<file path="src/rtl/uart_regfile.sv">
module uart_regfile #(
  parameter int DEPTH  = 8,
  parameter int ADDR_W = 5
) (
  input  logic              clk,
  input  logic              rst_n,
  input  logic              bus_sel,
  input  logic              bus_wr,
  input  logic [ADDR_W-1:0] bus_addr,
  input  logic [3:0]        bus_strb,
  input  logic [31:0]       bus_wdata,
  output logic [31:0]       bus_rdata,
  output logic              irq,
  output logic [7:0]        tx_data,
  output logic              tx_valid,
  input  logic              tx_ready,
  input  logic [7:0]        rx_data,
  input  logic              rx_valid,
  output logic              rx_ready,
  output logic [31:0]       baud_div
);
  localparam int PW = (DEPTH > 1) ? $clog2(DEPTH) : 1;
  localparam int CW = $clog2(DEPTH + 1);
  localparam int WM_LSB = 16;
  localparam int WM_W   = 3;
  localparam logic [ADDR_W-1:0] A_TXD = ADDR_W'('h00);
  localparam logic [ADDR_W-1:0] A_RXD = ADDR_W'('h04);
  localparam logic [ADDR_W-1:0] A_TXC = ADDR_W'('h08);
  localparam logic [ADDR_W-1:0] A_RXC = ADDR_W'('h0C);
  localparam logic [ADDR_W-1:0] A_IE  = ADDR_W'('h10);
  localparam logic [ADDR_W-1:0] A_IP  = ADDR_W'('h14);
  localparam logic [ADDR_W-1:0] A_DIV = ADDR_W'('h18);
  localparam logic [PW-1:0] LAST = PW'(DEPTH - 1);
  localparam logic [CW-1:0] FULL = CW'(DEPTH);

  logic [31:0] txctrl, rxctrl, div_q;
  logic [1:0]  ie;

  logic [7:0]    tx_mem [DEPTH];
  logic [PW-1:0] tx_wp, tx_rp;
  logic [CW-1:0] tx_cnt;
  logic [7:0]    rx_mem [DEPTH];
  logic [PW-1:0] rx_wp, rx_rp;
  logic [CW-1:0] rx_cnt;

  wire wr_ok = bus_sel &  bus_wr & (bus_strb == 4'hF);
  wire rd_ok = bus_sel & ~bus_wr & (bus_strb == 4'hF);

  wire tx_full  = (tx_cnt == FULL);
  wire tx_push  = wr_ok && (bus_addr == A_TXD) && !tx_full;
  wire tx_pop   = tx_valid && tx_ready;
  wire rx_full  = (rx_cnt == FULL);
  wire rx_empty = (rx_cnt == '0);
  wire rx_push  = rx_valid && rx_ready;
  wire rx_pop   = rd_ok && (bus_addr == A_RXD) && !rx_empty;

  wire tx_wm_hit = (txctrl[WM_LSB +: WM_W] != '0);
  wire rx_wm_hit = int'(rx_cnt) > int'(rxctrl[WM_LSB +: WM_W]);

  assign tx_valid = (tx_cnt != '0);
  assign tx_data  = tx_mem[tx_rp];
  assign rx_ready = !rx_full;
  assign baud_div = div_q;
  assign irq      = ie[0] | (ie[1] & !rx_empty);

  always_ff @(posedge clk or negedge rst_n) begin
    if (!rst_n) begin
      txctrl <= '0;
      rxctrl <= '0;
      div_q  <= '0;
      ie     <= '0;
    end else if (wr_ok) begin
      case (bus_addr)
        A_TXC:   txctrl <= bus_wdata;
        A_RXC:   rxctrl <= bus_wdata;
        A_DIV:   div_q  <= bus_wdata;
        A_IE:    ie     <= bus_wdata[1:0];
        default: ;
      endcase
    end
  end

  always_ff @(posedge clk) begin
    if (tx_push) tx_mem[tx_wp] <= bus_wdata[7:0];
    if (rx_push) rx_mem[rx_wp] <= rx_data;
  end

  always_ff @(posedge clk or negedge rst_n) begin
    if (!rst_n) begin
      tx_wp  <= '0;
      tx_rp  <= '0;
      tx_cnt <= '0;
    end else begin
      if (tx_push) tx_wp <= (tx_wp == LAST) ? '0 : tx_wp + 1'b1;
      if (tx_pop)  tx_rp <= (tx_rp == LAST) ? '0 : tx_rp + 1'b1;
      if (tx_push && !tx_pop)      tx_cnt <= tx_cnt + 1'b1;
      else if (tx_pop && !tx_push) tx_cnt <= tx_cnt - 1'b1;
    end
  end

  always_ff @(posedge clk or negedge rst_n) begin
    if (!rst_n) begin
      rx_wp  <= '0;
      rx_rp  <= '0;
      rx_cnt <= '0;
    end else begin
      if (rx_push) rx_wp <= (rx_wp == LAST) ? '0 : rx_wp + 1'b1;
      if (rx_pop)  rx_rp <= (rx_rp == LAST) ? '0 : rx_rp + 1'b1;
      if (rx_push && !rx_pop)      rx_cnt <= rx_cnt + 1'b1;
      else if (rx_pop && !rx_push) rx_cnt <= rx_cnt - 1'b1;
    end
  end

  always_comb begin
    bus_rdata = '0;
    if (rd_ok) begin
      case (bus_addr)
        A_TXD:   bus_rdata = {tx_full, 31'b0};
        A_RXD:   bus_rdata = rx_empty ? 32'h8000_0000 : {24'b0, rx_mem[rx_rp]};
        A_TXC:   bus_rdata = txctrl;
        A_RXC:   bus_rdata = rxctrl;
        A_IE:    bus_rdata = {30'b0, ie};
        A_IP:    bus_rdata = {30'b0, rx_wm_hit, tx_wm_hit};
        A_DIV:   bus_rdata = div_q;
        default: bus_rdata = '0;
      endcase
    end
  end
endmodule

</file>
<file path="config.mk">
export PLATFORM = sky130hd
export DESIGN_NAME = uart_regfile
export DESIGN_NICKNAME = d
export VERILOG_FILES = /design/src/rtl/uart_regfile.sv
export SDC_FILE = /design/constraint.sdc
export NUM_CORES = 1
export LEC_CHECK = 0
export ABC_AREA = 0
export ABC_CLOCK_PERIOD_IN_PS = 6060
export BUFFER_PORTS_ARGS = -buffer_cell sky130_fd_sc_hd__buf_4
export CORE_MARGIN = 3
export CORE_UTILIZATION = 45
export DETAILED_ROUTE_END_ITERATION = 16
export PLACE_DENSITY = 0.72
export SYNTH_ARGS = -nofsm -noshare
export SYNTH_HDL_FRONTEND = slang
export SYNTH_SLANG_ARGS = --single-unit
</file>
<file path="constraint.sdc">
create_clock -name clk -period 6.06 [get_ports clk]
set_clock_uncertainty 0.05 [all_clocks]
set_input_delay 0.606 -clock clk [delete_from_list [all_inputs] [get_ports clk]]
set_output_delay 0.606 -clock clk [all_outputs]
set_load 0.03 [all_outputs]
</file>
==> flow_summary_export.csv, run 1 <==
group,metric,value,unit
run_status,status,"completed",
cts,post_cts_buffers,0,
sta,setup_viol,0,
pwr,p_int,3.13,mW
finish,fin_util,55.7,%
grt,grt_overflow_total,0,
synthesis,syn-num-nets,731,
pwr,powerDensity,332,mW/mm2
cts,numCtsBuffers,26,
place,gp_congestion,0.778,
floorplanning,num_rows,55,
grt,grt_max_degree,71,
floorplanning,start_util,46.7,%
finish,register_area,0.00680,mm2
sta,finalHoldViolCount,0,
sta,setup-tns-final,0,ns
synthesis,ys_types,48,
setup_path,cp-end-kind,"output port",
sta,tightest_slew,1.29,ns
setup_path,critPathMaxFanout,42,
drt,via_count,6195,
place,io_buffers,129,
drt,drtPass1Iterations,4,
cts,cts_root_buf,"clkbuf_16",
sta,rsz0062_at_grt,"false",
drt,wire_per_inst,21.5,um
sta,relSlewSlack,14.2,%
drt,drc,0,
pwr,vdd_drop_max,269,uV
pwr,p_sw,1.13,mW
pwr,clkPwrFrac,34.3,%
floorplanning,design.core.area,0.0231,mm2
job,max_cap_violations,0,
cts,cts_max_path_buffers,3,
setup_path,startpoint_type,"input port",
sta,period_needed,3.71,ns
synthesis,synth_seq_cells,246,
floorplanning,die_h,161,um
cts,clk_pin_slew,0.06,ns
drt,wl,24000,um
synthesis,ys_async_sr_fraction,48.0,%
min_path,hold_class,"input port to async pin",
pwr,combPwrFrac,17.6,%
cts,tritoncts,"built",
finish,syn2layout_area_growth,19.3,%
sta,slew_violations,0,
setup_path,required,5.40,ns
sta,max_freq,270,MHz
grt,grt_pass1_vias,6747,
finish,fillCellCount,1788,
finish,insertedDiodeCount,0,
cts,postCtsHoldBufs,0,
cts,post_cts_resized,0,
synthesis,synth_cells,657,
synthesis,ys_warn_count,0,
setup_path,crit_type,"input port to output port",
finish,finish.instance_area,0.0128,mm2
synthesis,syn_area,0.0108,mm2
synthesis,avgSynthCellArea,16.4,um2
finish,nets,863,
grt,grt_first_pass_wirelength,37900,um
grt,antenna_found_initial,0,
drt,drtAntennaViolNets,0,
floorplanning,fp.dieW,161,um
pwr,switching_share,26.5,%
cts,clock_sinks,246,
cts,htree_levels,1,
cts,clkLatencyLatePin,0.51,ns
synthesis,synth.area.top_cells,"edfxtp_1, dfrtp_1, mux2_2, mux4_2, a22oi_1",
setup_path,cp.arrival,3.05,ns
pwr,leakagePower,5.28,nW
pwr,sequentialPowerShare,48.1,%
drt,drt_iter0_drc,368,
place,placed_area,0.0120,mm2
finish,drive_gt1_share,45.0,%
synthesis,ys_seq_area_share,63.1,%
place,place_hpwl,16400,um
synthesis,synthFlopType,"edfxtp_1",
floorplanning,io_pins,130,
synthesis,synth_top_area_cell,"edfxtp_1",
floorplanning,die_area,0.0258,mm2
finish,multi_input_area,0.00376,mm2
synthesis,synth_top_area_share,35.7,%
drt,viasPerCell,5.53,
grt,grt_usage,18.4,%
sta,period_share,61.2,%
synthesis,synth_edf_count,128,
sta,worst_hold_slack,0.0532,ns
[synthesized netlist by cell type, types with 7 or more instances]
| cell type | count |
|---|---|
| a22oi_1 | 29 |
| buf_2 | 7 |
| buf_4 | 9 |
| clkbuf_1 | 17 |
| dfrtp_1 | 118 |
| edfxtp_1 | 128 |
| ha_1 | 17 |
| inv_1 | 8 |
| mux2_1 | 8 |
| mux2_2 | 143 |
| mux2i_1 | 8 |
| mux4_2 | 32 |
| nand2_1 | 13 |
| nor2_1 | 38 |
| nor3_1 | 9 |
[placed cells by master (no fill, tap or decap), types with 6 or more instances in the layout]
cell type and instances:
mux2_1 8, inv_1 8, mux2i_1 8, edfxtp_1 128, o22ai_1 6, buf_4 142, clkbuf_1 8, mux4_2 32
dfrtp_1 118, clkbuf_16 27, ha_1 17, xnor2_1 6, nand2_1 13, nor3_1 9, nor2_1 37, a22oi_1 29
mux2_2 143
[stage by stage]
| step | std cells | power [mW] | setup WS, ns |
|---|---|---|---|
| after floorplan | 657 | 2.56 | 2.94 |
| after global placement | 1074 | 2.79 | 2.23 |
| after detailed placement | 1074 | 2.84 | 2.17 |
| after CTS | 1120 | 4.31 | 2.40 |
| after global routing | 1120 | 4.45 | 2.20 |
| final | 1120 | 4.26 | 2.35 |
[sequential cells by signal (all words and copies together) (netlist names)]
name,flops
tx_rp,3
rxctrl,32
rx_cnt,4
ie,2
txctrl,32
rx_mem,64
tx_cnt,4
rx_rp,3
tx_mem,64
tx_wp,3
rx_wp,3
baud_div,32
[final cells by class]
| type | instances | share of cell area, % |
|---|---|---|
| flip-flops and latches | 246 | 52.9 |
| multi-input cells | 364 | 29.3 |
| repair buffers | 142 | 8.30 |
| clock buffers | 39 | 5.93 |
| well taps | 313 | 3.05 |
| inverters | 9 | 0.302 |
| clock inverters | 7 | 0.224 |
[path summary, 6_finish.rpt]
kind                                  start      endpoint  slack (ns)  cells past startpoint
max in group asynchronous             rst_n     rx_cnt[1]        4.53                      2
min in group clk                 rx_data[6]  rx_mem[6][6]        0.28                      1
worst max-delay path            bus_addr[2]  bus_rdata[2]        2.35                      6
worst min-delay path                  rst_n    txctrl[23]        0.05                      1
worst min register to register   txctrl[28]    txctrl[28]        0.44                      1
worst max register to register    rx_cnt[3]     rx_cnt[3]        3.06                     10
[critical path, cell delays in order]
cell and delay, ns:
buf_4 0.29, inv_1 0.25, and4_1 1.10, a22oi_1 0.29, o22ai_1 0.29, buf_4 0.22
[power by group through the flow]
stage	clock [mW]	combinational, mW	sequential (mW)
6_report	1.46	0.751	2.05
5_1_grt	1.56	0.818	2.07
4_1_cts	1.49	0.763	2.06
3_5_place_dp	0	0.757	2.09
3_3_place_gp	0	0.720	2.07
2_1_floorplan	0	0.567	1.99
[per-layer routing]
| layer | part of all wire (%) | vias to the layer above | GRT usage, % | routed length, um |
|---|---|---|---|---|
| met3 | 4.1 | 34 | 2.91 | 986 |
| li1 | - | 2799 | - | - |
| met4 | 1.7 | 0 | 4.22 | 403 |
| met1 | 40 | 3205 | 23.0 | 9510 |
| met2 | 55 | 157 | 33.9 | 13100 |
| met5 | 0 | - | 0 | 0 |
[kinds of logic (layout without fill, tap and decap cells)]
group | count (synthesis) | count (layout) | share of synthesized area [%]
simple gates | 93 | 93 | 4.88
fa+ha+maj | 19 | 19 | 2.35
buf+inv | 47 | 197 | 2.23
xor+xnor | 6 | 6 | 0.488
flops | 246 | 246 | 63.1
compound gates | 55 | 55 | 3.68
mux | 191 | 191 | 23.2
Note: power is estimated with default switching activity, not from simulation.
==> run 2: changes to the inputs <==
--- a/config.mk
+++ b/config.mk
@@ -6,12 +6,12 @@
 export NUM_CORES = 1
 export LEC_CHECK = 0
 export ABC_AREA = 0
-export ABC_CLOCK_PERIOD_IN_PS = 6060
+export ABC_CLOCK_PERIOD_IN_PS = 3040
 export BUFFER_PORTS_ARGS = -buffer_cell sky130_fd_sc_hd__buf_4
 export CORE_MARGIN = 3
 export CORE_UTILIZATION = 45
 export DETAILED_ROUTE_END_ITERATION = 16
-export PLACE_DENSITY = 0.72
+export PLACE_DENSITY = 0.75
 export SYNTH_ARGS = -nofsm -noshare
 export SYNTH_HDL_FRONTEND = slang
 export SYNTH_SLANG_ARGS = --single-unit
==> constraint.sdc (replaced) <==
create_clock -name clk -period 3.04 [get_ports clk]
set_clock_uncertainty 0.05 [all_clocks]
set_input_delay 0.304 -clock clk [delete_from_list [all_inputs] [get_ports clk]]
set_output_delay 0.304 -clock clk [all_outputs]
set_load 0.03 [all_outputs]
==> run 2 against run 1 <==
Setup slack got worse by 2.1 ns. Combinational power rose by 120%. Register-to-register slack got worse by 2.7 ns. Worst hold slack got worse by 0.035 ns. Design area rose by 5.5%. Die area did not move. First-iteration DRC count rose by 16%. Sequential power rose by 95%. Core utilization rose by 3.1 points. Power rose by 110%. Non-clock buffer count rose by 58. Via count rose by 3.1%. Critical path type is now flip-flop to output port. Largest power group unchanged.
==> flow_summary_export.csv, run 2 (synthesis gave the netlist of run 1 again) <==
group,metric,value,unit
cts,cts_root_buf,"clkbuf_16",
floorplanning,start_util,46.7,%
floorplanning,fp.dieW,161,um
setup_path,cp-startpoint,"rx_rp[2]",
cts,clock_sinks,246,
setup_path,cp-end-kind,"output port",
drt,viasPerCell,5.41,
job,max_cap_violations,0,
setup_path,r2r_cells,10,
sta,max_freq,354,MHz
sta,setup-tns-final,0,ns
floorplanning,io_pins,130,
finish,insertedDiodeCount,0,
finish,syn2layout_area_growth,25.8,%
drt,drtPass1Iterations,4,
cts,clk_pin_slew,0.06,ns
grt,grt_first_pass_wirelength,37000,um
cts,tritoncts,"built",
setup_path,worstReg2RegEnd,"rx_cnt[3]",
floorplanning,die_area,0.0258,mm2
grt,grt_usage,18.0,%
grt,grt_pass1_vias,6680,
min_path,holdCritStartpoint,"bus_wdata[2]",
grt,grt_max_degree,51,
run_status,status,"completed",
sta,period_needed,2.83,ns
finish,register_area,0.00680,mm2
cts,clkLatencyLatePin,0.52,ns
finish,nets,922,
place,io_buffers,129,
sta,rsz0062_at_grt,"false",
pwr,powerDensity,668,mW/mm2
sta,finalHoldViolCount,0,
min_path,hold_end,"tx_mem[4][2]",
sta,period_share,93.0,%
setup_path,r2r_slack,0.33,ns
finish,multi_input_area,0.00375,mm2
floorplanning,die_h,161,um
min_path,hold_class,"input port to flip-flop",
place,gp_congestion,0.807,
pwr,total_power,9.04,mW
drt,drt_iter0_drc,426,
sta,tightest_slew,0.790,ns
min_path,whs_path_depth,1,
sta,relSlewSlack,47.3,%
setup_path,required,2.69,ns
cts,post_cts_buffers,0,
cts,numCtsBuffers,27,
setup_path,cp.arrival,2.47,ns
finish,layout_commonest_cell,"buf_4",
setup_path,crit_type,"flip-flop to output port",
place,place_hpwl,15500,um
drt,wl,23300,um
cts,htree_levels,1,
grt,grt_overflow_total,0,
setup_path,critPathMaxFanout,18,
finish,reg.largest.list,"rx_mem: 64 flops, tx_mem: 64 flops",
finish,fillCellCount,1746,
place,dp.cells,1097,
pwr,leakagePower,5.63,nW
grt,antenna_found_initial,0,
cts,cts_max_path_buffers,3,
floorplanning,design.core.area,0.0231,mm2
drt,drc,0,
drt,drtAntennaViolNets,0,
setup_path,r2r-start,"rx_cnt[0]",
finish,layoutNonFillerInstCount,1181,
finish,drive_gt1_share,45.6,%
drt,via_count,6385,
sta,setup_viol,0,
drt,wire_per_inst,19.7,um
sta,slew_violations,0,
floorplanning,num_rows,55,
setup_path,startpoint_type,"flip-flop",
pwr,vdd_drop_max,480,uV
finish,final_cell_mix,"buf_4, mux2_2, edfxtp_1",
==> run 2: changes by cell type in the layout (fill, tap and decap cells not counted), sizes merged <==
cell,delta
dlygate4sd3,+35
inv,+1
bufinv,+4
clkinv,-4
clkbuf,+2
buf,+23
==> run 2: power breakdown <==
group | internal [mW] | switching (mW) | total (mW)
combinational | 0.822 | 0.795 | 1.62
clock | 2.16 | 1.26 | 3.42
sequential | 3.77 | 0.239 | 4.00
total | 6.75 | 2.29 | 9.04
==> run 2: through the flow <==
step / util, % / cell area [um2] / hold slack (ns) / setup slack (ns)
2_1_floorplan: - / 10800 / -0.0416 / 0.218
4_1_cts: 58.7 / 13500 / 0.000760 / 0.0662
3_5_place_dp: 53.1 / 12200 / 0.323 / 0.117
5_1_grt: 58.7 / 13500 / 0.00540 / 0.0858
3_3_place_gp: 53.1 / 12200 / 0.323 / 0.152
6_report: 58.7 / 13500 / 0.0178 / 0.214
==> run 2: worst max path at each step <==
stage,endpoint,cells after the start
final,bus_rdata[1],5
after global routing,bus_rdata[1],5
after CTS,bus_rdata[1],5
after detailed placement,tx_cnt[3],11
after global placement,tx_cnt[3],11
after floorplan,tx_cnt[3],12
==> run 2: routing by layer <==
metal	track usage (%)	vias to the layer above	part of all wire, %
met5	0	-	0
met4	5.60	0	2.7
met3	2.81	39	3.4
met2	30.7	135	51
met1	23.9	3299	43
li1	-	2912	-
==> run 2: timing repair <==
item                                    CTS  global route
hold buffers                             34             1
hold endpoints to repair                190             6
endpoints found under the setup margin    2             1
resized for setup                         1             1
==> run 2: critical path, cell delays in order, from the launching register on <==
cell and delay [ns]:
dfrtp_1 0.83, mux4_2 0.41, mux2_2 0.29, nand2_1 0.07, a31oi_1 0.13, buf_4 0.21
==> run 2: area by class of cell <==
cell class	count	area share [%]
clock inverters	8	1.08
multi-input cells	364	27.7
well taps	313	2.89
inverters	9	0.286
flip-flops and latches	246	50.2
repair buffers	200	11.9
clock buffers	41	5.93
==> run 3: changes to the inputs <==
--- a/config.mk
+++ b/config.mk
@@ -8,9 +8,11 @@
 export ABC_AREA = 0
 export ABC_CLOCK_PERIOD_IN_PS = 3040
 export BUFFER_PORTS_ARGS = -buffer_cell sky130_fd_sc_hd__buf_4
+export CORE_ASPECT_RATIO = 1.75
 export CORE_MARGIN = 3
 export CORE_UTILIZATION = 45
 export DETAILED_ROUTE_END_ITERATION = 16
+export GPL_TIMING_DRIVEN = 0
 export PLACE_DENSITY = 0.75
 export SYNTH_ARGS = -nofsm -noshare
 export SYNTH_HDL_FRONTEND = slang
==> run 3 against run 2 <==
Global-route usage increased by 0.51 points. Final cell count decreased by 1.9%. Critical endpoint is now tx_data[5]. Critical path depth unchanged. Setup slack got worse by 0.020 ns. Largest cell class unchanged. Flip-flop and latch count unchanged. Largest power group unchanged.
==> flow_summary_export.csv, run 3 (synthesis gave the netlist of run 1 again) <==
group,metric,value,unit
run_status,status,"completed",
floorplanning,io_pins,130,
cts,clkLatencyLatePin,0.50,ns
place,place_hpwl,17000,um
finish,nets,912,
sta,slew_violations,0,
pwr,vdd_drop_max,506,uV
min_path,hold_class,"input port to flip-flop",
setup_path,crit_type,"flip-flop to output port",
setup_path,startpoint_type,"flip-flop",
finish,syn2layout_area_growth,23.2,%
grt,antenna_found_initial,1,
sta,relSlewSlack,11.9,%
sta,period_needed,2.85,ns
sta,worst_hold_slack,0.0130,ns
drt,drt_iter0_drc,294,
floorplanning,fp.dieW,123,um
cts,clock_sinks,246,
setup_path,cp.arrival,2.49,ns
floorplanning,num_rows,74,
setup_path,required,2.69,ns
drt,viasPerCell,5.42,
pwr,leakagePower,5.48,nW
job,max_cap_violations,0,
cts,numCtsBuffers,23,
grt,grt_overflow_total,0,
sta,rsz0062_at_grt,"false",
setup_path,cp-end-kind,"output port",
floorplanning,design.core.area,0.0234,mm2
drt,drc,0,
sta,setup-tns-final,0,ns
cts,tritoncts,"built",
sta,period_share,93.6,%
pwr,powerDensity,650,mW/mm2
floorplanning,die_h,211,um
cts,htree_levels,1,
place,gp_congestion,0.773,
floorplanning,die_area,0.0259,mm2
sta,max_freq,351,MHz
grt,grt_max_degree,98,
sta,setup_viol,0,
finish,finish.instance_area,0.0133,mm2
setup_path,critPathMaxFanout,10,
grt,grt_first_pass_wirelength,36900,um
drt,drtAntennaViolNets,0,
drt,via_count,6279,
drt,wl,23800,um
place,placed_area,0.0122,mm2
cts,cts_root_buf,"clkbuf_16",
finish,fin_util,56.6,%
floorplanning,start_util,46.0,%
cts,cts_max_path_buffers,3,
setup_path,r2r_slack,0.24,ns
sta,layout_setup_ws,0.194,ns
setup_path,slowest_stage,"mux4_2",
place,place_ws,-0.0418,ns
finish,insertedDiodeCount,0,
setup_path,cp_top_family,"multiplexers",
grt,grt_pass1_vias,6825,
grt,grt_usage,18.5,%
finish,layout_commonest_cell,"mux2_2",
setup_path,worst_path_largest_cell_delay,0.54,ns
finish,reg.largest.list,"rx_mem: 64 flops, tx_mem: 64 flops",
place,io_buffers,126,
sta,tightest_slew,1.31,ns
setup_path,critPathBufInv,3,
finish,drive_gt1_share,44.7,%
setup_path,crit_path_cell_trace,"buf_2 > clkbuf_4 > mux4_2 > mux2_2 > buf_4",
sta,finalHoldViolCount,0,
cts,clk_pin_slew,0.07,ns
drt,wire_per_inst,20.5,um
drt,drtPass1Iterations,4,
finish,final_cell_mix,"mux2_2, buf_4, edfxtp_1",
==> run 3: cell types whose count changed in the layout (fill, tap and decap cells not counted), sizes merged <==
cell	change
buf	-16
clkbuf	+4
clkinv	+5
clkinvlp	+2
dlygate4sd3	-8
==> run 3: timing repair <==
item,4_1_cts,5_1_grt
hold buffers,27,0
endpoints found under the setup margin,9,4
hold endpoints to repair,122,0
pin swaps,0,0
buffers inserted,0,0
resized for setup,4,4
==> run 3: final timing paths <==
| path | startpoint | end | cells past startpoint |
|---|---|---|---|
| setup / recovery | tx_rp[0] | tx_data[5] | 5 |
| hold / removal | bus_wdata[19] | rxctrl[19] | 2 |
| setup reg to reg | rx_cnt[3] | rx_cnt[3] | 10 |
| hold reg to reg | rxctrl[23] | rxctrl[23] | 1 |
| max in group asynchronous | rst_n | baud_div[8] | 3 |
| min in group asynchronous | rst_n | baud_div[16] | 2 |
==> run 3: cell type report <==
type                            count  area (um2)
Multi-Input combinational cell    364        3780
Clock buffer                       27         611
Inverter                            9        38.8
Tap cell                          304         380
Clock inverter                     15         184
Timing Repair Buffer              157        1270
Sequential cell                   246        6800
Fill cell                        1854       10200
Buffer                             37         206
==> run 3: power breakdown <==
group,internal (mW),switching (mW)
Combinational,0.802,0.862
Sequential,3.77,0.186
Clock,1.78,1.22
==> run 3: stage by stage <==
step           std cells  total power, mW
2_1_floorplan        657             5.10
3_3_place_gp        1087             5.58
3_5_place_dp        1090             5.67
4_1_cts             1159             8.70
5_1_grt             1159             9.00
6_report            1159             8.62
==> run 3: layer usage <==
layer	wire length, um	up-vias	track usage (%)
li1	-	2885	-
met1	8570	3195	20.4
met5	7	-	0
met2	13600	153	35.6
met3	1010	44	2.87
met4	610	2	5.65
